--- src/rtl/rx_filt_pkg.sv ---
package rx_filt_pkg;

   localparam logic [31:0] CRC_POLY_REFL = 32'hEDB88320;

   typedef struct packed {
      logic phys;
      logic lfilt;
      logic bcast;
   } match_t;

   // one byte through the reflected CRC-32, least significant bit first
   function automatic logic [31:0] crc_step_byte(input logic [31:0] crc_in,
                                                 input logic [7:0]  data);
      logic [31:0] c;
      c = crc_in ^ {24'd0, data};
      for (int i = 0; i < 8; i++) begin
         c = c[0] ? ((c >> 1) ^ CRC_POLY_REFL) : (c >> 1);
      end
      return c;
   endfunction

endpackage

--- src/rtl/rx_crc_hash.sv ---
module rx_crc_hash #(
   parameter int HASH_BITS = 6
) (
   input  logic                 clk,
   input  logic                 rst_n,
   input  logic                 clear_i,
   input  logic                 take_i,
   input  logic [7:0]           data_i,
   output logic [HASH_BITS-1:0] hash_idx_o
);
   import rx_filt_pkg::*;

   logic [31:0] crc_q;

   always_ff @(posedge clk or negedge rst_n) begin
      if (!rst_n)       crc_q <= '1;
      else if (clear_i) crc_q <= '1;
      else if (take_i)  crc_q <= crc_step_byte(crc_q, data_i);
   end

   // table index: top bits of the running register, bit 31 most significant
   assign hash_idx_o = crc_q[31 -: HASH_BITS];

endmodule

--- src/rtl/rx_rej_window.sv ---
module rx_rej_window #(
   parameter int REJ_WINDOW = 64,
   parameter int CNT_W      = $clog2(REJ_WINDOW + 1)
) (
   input  logic             clk,
   input  logic             rst_n,
   input  logic             sof_i,
   input  logic             byte_vld_i,
   input  logic             eof_i,
   input  logic             ext_rej_n_i,
   output logic [CNT_W-1:0] cnt_o,
   output logic             take_o,
   output logic             close_o,
   output logic             rej_seen_o
);
   localparam logic [CNT_W-1:0] LAST_CNT = CNT_W'(REJ_WINDOW - 1);

   logic active_q;
   logic rej_q;
   logic [CNT_W-1:0] cnt_q;

   assign take_o     = active_q && !sof_i && byte_vld_i && !eof_i;
   assign close_o    = active_q && !sof_i && (eof_i || (take_o && cnt_q == LAST_CNT));
   assign rej_seen_o = rej_q || (active_q && !sof_i && !ext_rej_n_i);
   assign cnt_o      = cnt_q;

   always_ff @(posedge clk or negedge rst_n) begin
      if (!rst_n) begin
         active_q <= 1'b0;
         rej_q    <= 1'b0;
         cnt_q    <= '0;
      end else if (sof_i) begin
         active_q <= 1'b1;
         rej_q    <= 1'b0;
         cnt_q    <= '0;
      end else if (active_q) begin
         if (take_o)       cnt_q    <= cnt_q + 1'b1;
         if (!ext_rej_n_i) rej_q    <= 1'b1;
         if (close_o)      active_q <= 1'b0;
      end
   end

endmodule

--- src/rtl/rx_addr_match.sv ---
module rx_addr_match #(
   parameter int ADDR_BYTES = 6,
   parameter int HASH_BITS  = 6,
   parameter int AW         = 8 * ADDR_BYTES
) (
   input  logic [AW-1:0]           dest_i,
   input  logic [AW-1:0]           station_i,
   input  logic [2**HASH_BITS-1:0] lfilter_i,
   input  logic [HASH_BITS-1:0]    hash_idx_i,
   input  logic                    drop_ucast_i,
   input  logic                    drop_bcast_i,
   output rx_filt_pkg::match_t     match_o
);
   logic is_mcast, is_bcast, own_addr, hash_hit;

   assign is_mcast = dest_i[0];
   assign is_bcast = &dest_i;
   assign own_addr = (dest_i == station_i);
   assign hash_hit = lfilter_i[hash_idx_i];

   always_comb begin
      match_o.phys  = !is_mcast && own_addr && !drop_ucast_i;
      // a broadcast reaches the hash path only when broadcasts are dropped
      match_o.lfilt = is_mcast && hash_hit && (!is_bcast || drop_bcast_i);
      match_o.bcast = is_bcast && (!drop_bcast_i || hash_hit);
   end

endmodule

--- src/rtl/rx_addr_filter.sv ---
module rx_addr_filter #(
   parameter int ADDR_BYTES = 6,
   parameter int HASH_BITS  = 6,
   parameter int REJ_WINDOW = 64,
   parameter bit EXT_REJECT = 1'b1
) (
   input  logic                      clk,
   input  logic                      rst_n,
   input  logic                      sof_i,
   input  logic                      byte_vld_i,
   input  logic [7:0]                byte_i,
   input  logic                      eof_i,
   input  logic [8*ADDR_BYTES-1:0]   station_addr_i,
   input  logic [2**HASH_BITS-1:0]   lfilter_i,
   input  logic                      promisc_i,
   input  logic                      drop_ucast_i,
   input  logic                      drop_bcast_i,
   input  logic                      ext_rej_n_i,
   output logic                      done_o,
   output logic                      accept_o,
   output logic                      phys_hit_o,
   output logic                      lfilt_hit_o,
   output logic                      bcast_hit_o
);
   import rx_filt_pkg::*;

   localparam int AW    = 8 * ADDR_BYTES;
   localparam int CNT_W = $clog2(REJ_WINDOW + 1);
   localparam logic [CNT_W-1:0] ADDR_CNT = CNT_W'(ADDR_BYTES);

   initial begin
      if (ADDR_BYTES < 1 || REJ_WINDOW <= ADDR_BYTES)
         $fatal(1, "rx_addr_filter: REJ_WINDOW must exceed ADDR_BYTES");
      if (HASH_BITS < 1 || HASH_BITS > 12)
         $fatal(1, "rx_addr_filter: HASH_BITS out of range");
   end

   logic [CNT_W-1:0]     cnt;
   logic                 take, close, rej_seen;
   logic [HASH_BITS-1:0] hash_idx;
   logic [AW-1:0]        dest_q;
   logic                 addr_full, in_addr;
   match_t               match;
   logic                 base_acc, acc_next;
   match_t               flags_next, flags_q;
   logic                 done_q, acc_q;

   rx_rej_window #(.REJ_WINDOW(REJ_WINDOW), .CNT_W(CNT_W)) u_win (
      .clk(clk), .rst_n(rst_n), .sof_i(sof_i), .byte_vld_i(byte_vld_i),
      .eof_i(eof_i), .ext_rej_n_i(ext_rej_n_i), .cnt_o(cnt), .take_o(take),
      .close_o(close), .rej_seen_o(rej_seen)
   );

   assign in_addr   = take && (cnt < ADDR_CNT);
   assign addr_full = (cnt >= ADDR_CNT);

   rx_crc_hash #(.HASH_BITS(HASH_BITS)) u_hash (
      .clk(clk), .rst_n(rst_n), .clear_i(sof_i), .take_i(in_addr),
      .data_i(byte_i), .hash_idx_o(hash_idx)
   );

   always_ff @(posedge clk or negedge rst_n) begin
      if (!rst_n)       dest_q <= '0;
      else if (sof_i)   dest_q <= '0;
      else if (in_addr) dest_q[8*int'(cnt) +: 8] <= byte_i;
   end

   rx_addr_match #(.ADDR_BYTES(ADDR_BYTES), .HASH_BITS(HASH_BITS), .AW(AW)) u_match (
      .dest_i(dest_q), .station_i(station_addr_i), .lfilter_i(lfilter_i),
      .hash_idx_i(hash_idx), .drop_ucast_i(drop_ucast_i),
      .drop_bcast_i(drop_bcast_i), .match_o(match)
   );

   generate
      if (EXT_REJECT) begin : g_ext
         assign base_acc = !rej_seen;
      end else begin : g_int
         assign base_acc = match.phys || match.lfilt || match.bcast;
      end
   endgenerate

   assign acc_next   = addr_full && (promisc_i || base_acc);
   assign flags_next = acc_next ? match : '0;

   always_ff @(posedge clk or negedge rst_n) begin
      if (!rst_n) begin
         done_q  <= 1'b0;
         acc_q   <= 1'b0;
         flags_q <= '0;
      end else if (sof_i) begin
         done_q  <= 1'b0;
         acc_q   <= 1'b0;
         flags_q <= '0;
      end else begin
         done_q <= close;
         if (close) begin
            acc_q   <= acc_next;
            flags_q <= flags_next;
         end
      end
   end

   assign done_o      = done_q;
   assign accept_o    = acc_q;
   assign phys_hit_o  = flags_q.phys;
   assign lfilt_hit_o = flags_q.lfilt;
   assign bcast_hit_o = flags_q.bcast;

endmodule

--- config.mk ---
export PLATFORM = sky130hd
export DESIGN_NAME = rx_addr_filter
export DESIGN_NICKNAME = d
export VERILOG_FILES = /design/src/rtl/rx_filt_pkg.sv /design/src/rtl/rx_crc_hash.sv /design/src/rtl/rx_rej_window.sv /design/src/rtl/rx_addr_match.sv /design/src/rtl/rx_addr_filter.sv
export SDC_FILE = /design/constraint.sdc
export NUM_CORES = 1
export LEC_CHECK = 0
export BUFFER_PORTS_ARGS = -buffer_cell sky130_fd_sc_hd__buf_2
export CAP_MARGIN = 20
export CORE_MARGIN = 2
export CORE_UTILIZATION = 40
export CTS_CLUSTER_SIZE = 16
export DETAILED_ROUTE_END_ITERATION = 12
export PLACE_DENSITY = 0.68
export SLEW_MARGIN = 40
export SYNTH_ARGS = -nofsm -noshare
export SYNTH_HDL_FRONTEND = slang
export SYNTH_SLANG_ARGS = --single-unit
--- constraint.sdc ---
create_clock -name clk -period 7.3 [get_ports clk]
set_input_delay 0 -clock clk [delete_from_list [all_inputs] [get_ports clk]]
set_output_delay 0 -clock clk [all_outputs]
set_load 0.05 [all_outputs]
## Word level (Yosys, flattened, before mapping)

Cells that the tools add are included.

- Bits in registers: 94
- Bits of input ports: 129
- Output and inout bits: 5
- Logic and storage cells: 92

- Add/subtract/negate cells: 2
- $lt $le $gt $ge: 3
- Eq/ne operators: 3
- Shift-type cells: 2
- Multiplexer cells: 30
- Bitwise logic cells: 9
- Reduce and logical (&&, ||, !) cells: 33

Operators by type and width:

| cell | number |
|---|---|
| two-way mux 32 bit | 10 |
| NOT 13 -> 14 bit | 8 |
| two-way mux 48 bit | 2 |
| bitwise mux 48 bit | 1 |
| == test 48 bit | 1 |
| AND reduction 48 bit | 1 |
| variable shift 8 x 33 -> 48 bit (first input constant) | 1 |
| variable part select 8 x 33 -> 48 bit | 1 |
| negation 10 -> 33 bit | 1 |
| bitwise XOR 32 x 8 -> 32 bit | 1 |
| two-way mux 7 bit | 3 |
| logical AND 1 bit | 13 |
| two-way mux 1 bit | 10 |
| two-way mux 3 bit | 3 |
| zero test 1 bit | 8 |
| nonzero test 2 bit | 4 |
| adder 7 x 1 -> 7 bit (second input constant) | 1 |
| == test 7 x 6 -> 1 bit (second input constant) | 1 |
| >= comparator 7 x 3 -> 1 bit (second input constant) | 1 |
| less-than comparator 6 x 7 -> 1 bit (second input constant) | 1 |
| less-than comparator 7 x 3 -> 1 bit (second input constant) | 1 |
| binary-select mux 1 bit (select 6 bit) | 1 |
| logical OR 1 bit | 5 |
| AND reduction 2 bit | 2 |
| inequality test 2 bit (second input constant) | 1 |

## Logic depth before layout (Yosys ltp)

- Depth in word-level cells: 19
- Gate-level depth with buffers: 14
- Gate-level depth less buffers: 10

## By module

A second synthesis with hierarchy kept.

- Cells, all modules: 598
- Area total of the unflattened synthesis: 6379.9 sq um

Modules (own cells, without submodules):

| module | instances | cells each | area each (sq um) | seq. area each (sq um) |
|---|---|---|---|---|
| rx_addr_filter | 1 | 225 | 2519.9 | 1326.3 |
| rx_crc_hash | 1 | 198 | 2123.3 | 840.8 |
| rx_addr_match | 1 | 127 | 1248.7 | 0.0 |
| rx_rej_window | 1 | 48 | 488.0 | 225.2 |

## Worst setup path before layout

Ideal clock, no wire load.

- Path kind: reg2reg
- From: register u_win.cnt_q[0], in the netlist u_win.cnt_o[0]
- To: register dest_q[24]
- Setup time: 0.125 ns
- Arrival time: 3.399 ns
- Data required time: 7.175 ns
- Slack: 3.776 ns
- Cell stages (with the launch flop): 14
- Path buffers: 3
- Clock period less this slack: 3.524 ns
- Cell sequence: dfrtp_1 -> clkbuf_1 -> inv_1 -> ha_1 -> buf_2 -> or3b_2 -> nor3_1 -> ha_1 -> and4_1 -> o311ai_1 -> or3_1 -> buf_2 -> nor4_4 -> mux2_2

- Word-level cells in the longest chain between the ends: 5
- Elaborated cells on any way between the ends: 9
- Classes of those cells: add/sub: 1; order compare: 1; shift: 2; mux: 3; reduce/logical: 2

RTL lines:

| element | line | text |
|---|---|---|
| start: declaration | rx_rej_window.sv:20 | `logic [CNT_W-1:0] cnt_q;` |
| start signal: assignment | rx_rej_window.sv:37 | `if (take_o) cnt_q <= cnt_q + 1'b1;` |
| negation 10 -> 33 bit | rx_addr_filter.sv:65 | `else if (in_addr) dest_q[8*int'(cnt) +: 8] <= byte_i;` |
| variable part select 8 x 33 -> 48 bit or variable shift 8 x 33 -> 48 bit (tied branches) | rx_addr_filter.sv:65 |  |
| bitwise mux 48 bit | rx_addr_filter.sv:65 |  |
| two-way mux 48 bit | rx_addr_filter.sv:65 |  |
| two-way mux 48 bit | rx_addr_filter.sv:64 | `else if (sof_i) dest_q <= '0;` |
| end signal: indexed assignment | rx_addr_filter.sv:65 |  |
| end: declaration | rx_addr_filter.sv:41 | `logic [AW-1:0] dest_q;` |

Several ways; a longest one is shown, not always the timed one. The select of a mux whose other input is x is not followed.
A chain may end at the register's enable or synchronous reset.

## Final worst setup path

- From: register u_win.cnt_q[0], in the netlist u_win.cnt_o[0]
- To: register dest_q[29]

Same word-level chain as after synthesis.

==> reports/metrics.cfg <==
[worst_setup_path]
path_depth = 10
arrival_ns = 4.09
slowest_delay_ns = 0.52
worstSetupPathType = reg2reg
critPathLaunchType = flip-flop
path_delay_family = simple AND/OR/NAND/NOR gates
rr_worst_depth = 10
critical_path.cell_chain = inv_1, ha_1, or3b_2, nor3_1, ha_1, and4_1, o311ai_1, or3_1, nor4_4, mux2_2
cp_common_cell = ha_1
cp.required_ns = 7.54
end_kind = flip-flop
critical_path_buf_inv_count = 1
r2r_slack_ns = 3.45
path_max_fanout = 11
critPathSlowestCell = or3_1

[place]
placed_cells = 870
portBuffers = 133
placedInstanceArea_sq_um = 6750
gp_congestion = 0.932
dp_slack_ns = 3.48
place_hpwl_mm = 11.5

[global_routing]
track_usage = 0.200
antenna_found_initial = 0
grt-ovfl-total = 0
grt_pass1_vias = 5075
grt_pass1_wl_mm = 25.3
grt_max_degree = 73

[floorplanning]
core_sq_um = 14500
die_w_um = 126
io_pins = 134
die_y_um = 126
rows = 44
start_util = 0.409
dieArea_sq_um = 15900

[clock_tree]
clock_latency_ns = 0.35
cts_root_buffer = clkbuf_16
cts_htree_levels = 3
cts_resized = 0
postCtsSetupRepairBufs = 0
path_clk_slew_ns = 0.07
cts.sinks = 94
numCtsBuffers = 9
holdBufCountCts = 3
cts_tree = built
cts_buffer_depth = 2

[synthesis]
syn_avg_cell_area_sq_um = 10.2
ys_warn_count = 0
ys_top_cells_by_count = xnor2_1 (98), dfrtp_1 (62), dfstp_2 (32), a21oi_1 (29)
synth-seq-cells = 94
yosysSeqAreaShare = 0.402
synth_most_common_cell = xnor2_1
syn_nets = 715
syn_area_sq_um = 5940
synth_top_area_share = 0.261
synth_area_leaders = dfrtp_1 (26%), xnor2_1 (14%), dfstp_2 (14%), mux4_2 (4.5%), xor2_1 (4.1%)
synth_edf_count = 0
synthFlopType = dfrtp_1
async_reset_ff_frac = 1.00
synth_cell_types = 53
syn_inst = 582
synth_largest_area_cell = dfrtp_1

[timing]
tns_ns = 0
worst_slack_ns = 3.45
finalSetupViolations = 0
finClkSkew_ns = 0.00919
period_needed_ns = 3.85
worstMarginPinSlew_ns = 0.758
slew_violations = 0
fin_crit_sh = 0.527
finalHoldWorstSlack_ns = 0.0120
slew_headroom = 0.493
rsz0062_at_grt = false
hold_viol = 0
max_freq_mhz = 260

[pwr]
pwr_density_cell_nw_per_um2 = 211
p_leak_uw = 0.00299
irDropWorstVdd_mv = 0.134

[drt]
ant_nets = 0
via_per_inst = 5.56
totalWireLength_mm = 15.6
drt_iter0_drc = 455
drc_errors = 0
routedWlPerCell_um = 17.6
num_vias = 4944
firstDrtPassIters = 4

[layout]
fin_nets = 833
fin_cells = 889
drive_gt1_frac = 0.311
area_growth_pct = 19.1
diodes = 0
design_area_sq_um = 7080

[min_path]
whs_path_depth = 4
holdCritPathClass = in2reg

[run_status]
status = finished, final reports clean

[run]
maxCapViolCount = 0

[power breakdown]
part	switching, uW	internal, uW	total, uW
Sequential	38.6	562	601
Combinational	207	204	411
Clock	207	277	484
[worst reg2reg max path, stage by stage (launching register included)]
cell and delay (ns):
dfrtp_1 0.48, inv_1 0.21, ha_1 0.32, or3b_2 0.50
nor3_1 0.18, ha_1 0.25, and4_1 0.23, o311ai_1 0.19
or3_1 0.52, nor4_4 0.46, mux2_2 0.40
[through the flow]
step            util  total power [uW]
6_report       0.487              1500
5_1_grt        0.487              1580
4_1_cts        0.487              1510
3_5_place_dp   0.464              1020
3_3_place_gp   0.464              1010
2_1_floorplan      -               907
[cells by family after synthesis]
| group | count (synthesis) | synth area share |
|---|---|---|
| flops | 94 | 0.402 |
| simple gates | 170 | 0.163 |
| compound gates | 102 | 0.117 |
| mux | 37 | 0.0905 |
| xor+xnor | 126 | 0.186 |
| buf+inv | 49 | 0.0326 |
| fa+ha+maj | 4 | 0.00842 |
[sequential cells by signal, summed over array words and instances, names as in the netlist]
register / cells
dest_q: 48
u_hash.crc_q: 32
u_win.cnt_o: 7
accept_o: 1
bcast_hit_o: 1
done_o: 1
lfilt_hit_o: 1
phys_hit_o: 1
u_win.active_q: 1
u_win.rej_q: 1
[metal layers]
layer	GRT usage	wire, um	vias to the layer above
met3	0.0310	986	25
li1	-	-	2316
met5	0	0	-
met4	0.0789	377	0
met1	0.249	6480	2414
met2	0.349	7770	189
[final cells by class]
type	count	area, sq um
timing repair buffer	140	728
fill	1351	7450
multi-input combinational	439	3370
clock inverter	4	56.3
tap	184	230
inverter	16	60.1
clock buffer	12	246
sequential	94	2390
[cells in the final DEF, fill, tap and decap left out, drive strengths merged, types with 24 or more instances in the layout]
master and count:
dfrtp 62, a22o 25, dfstp 32, a21oi 29, nand4 28, nand2 24, buf 137, nor2 28
xnor2 98, xor2 28
[worst paths after layout]
| kind | start | to |
|---|---|---|
| worst max-delay path | u_win.cnt_o[0] | dest_q[29] |
| worst min-delay path | drop_bcast_i | lfilt_hit_o |
| worst max register to register | u_win.cnt_o[0] | dest_q[29] |
| worst min register to register | phys_hit_o | phys_hit_o |
| max in group asynchronous | rst_n | dest_q[0] |
| min in group asynchronous | rst_n | u_win.cnt_o[6] |
Power figures use the tool's default switching activity.
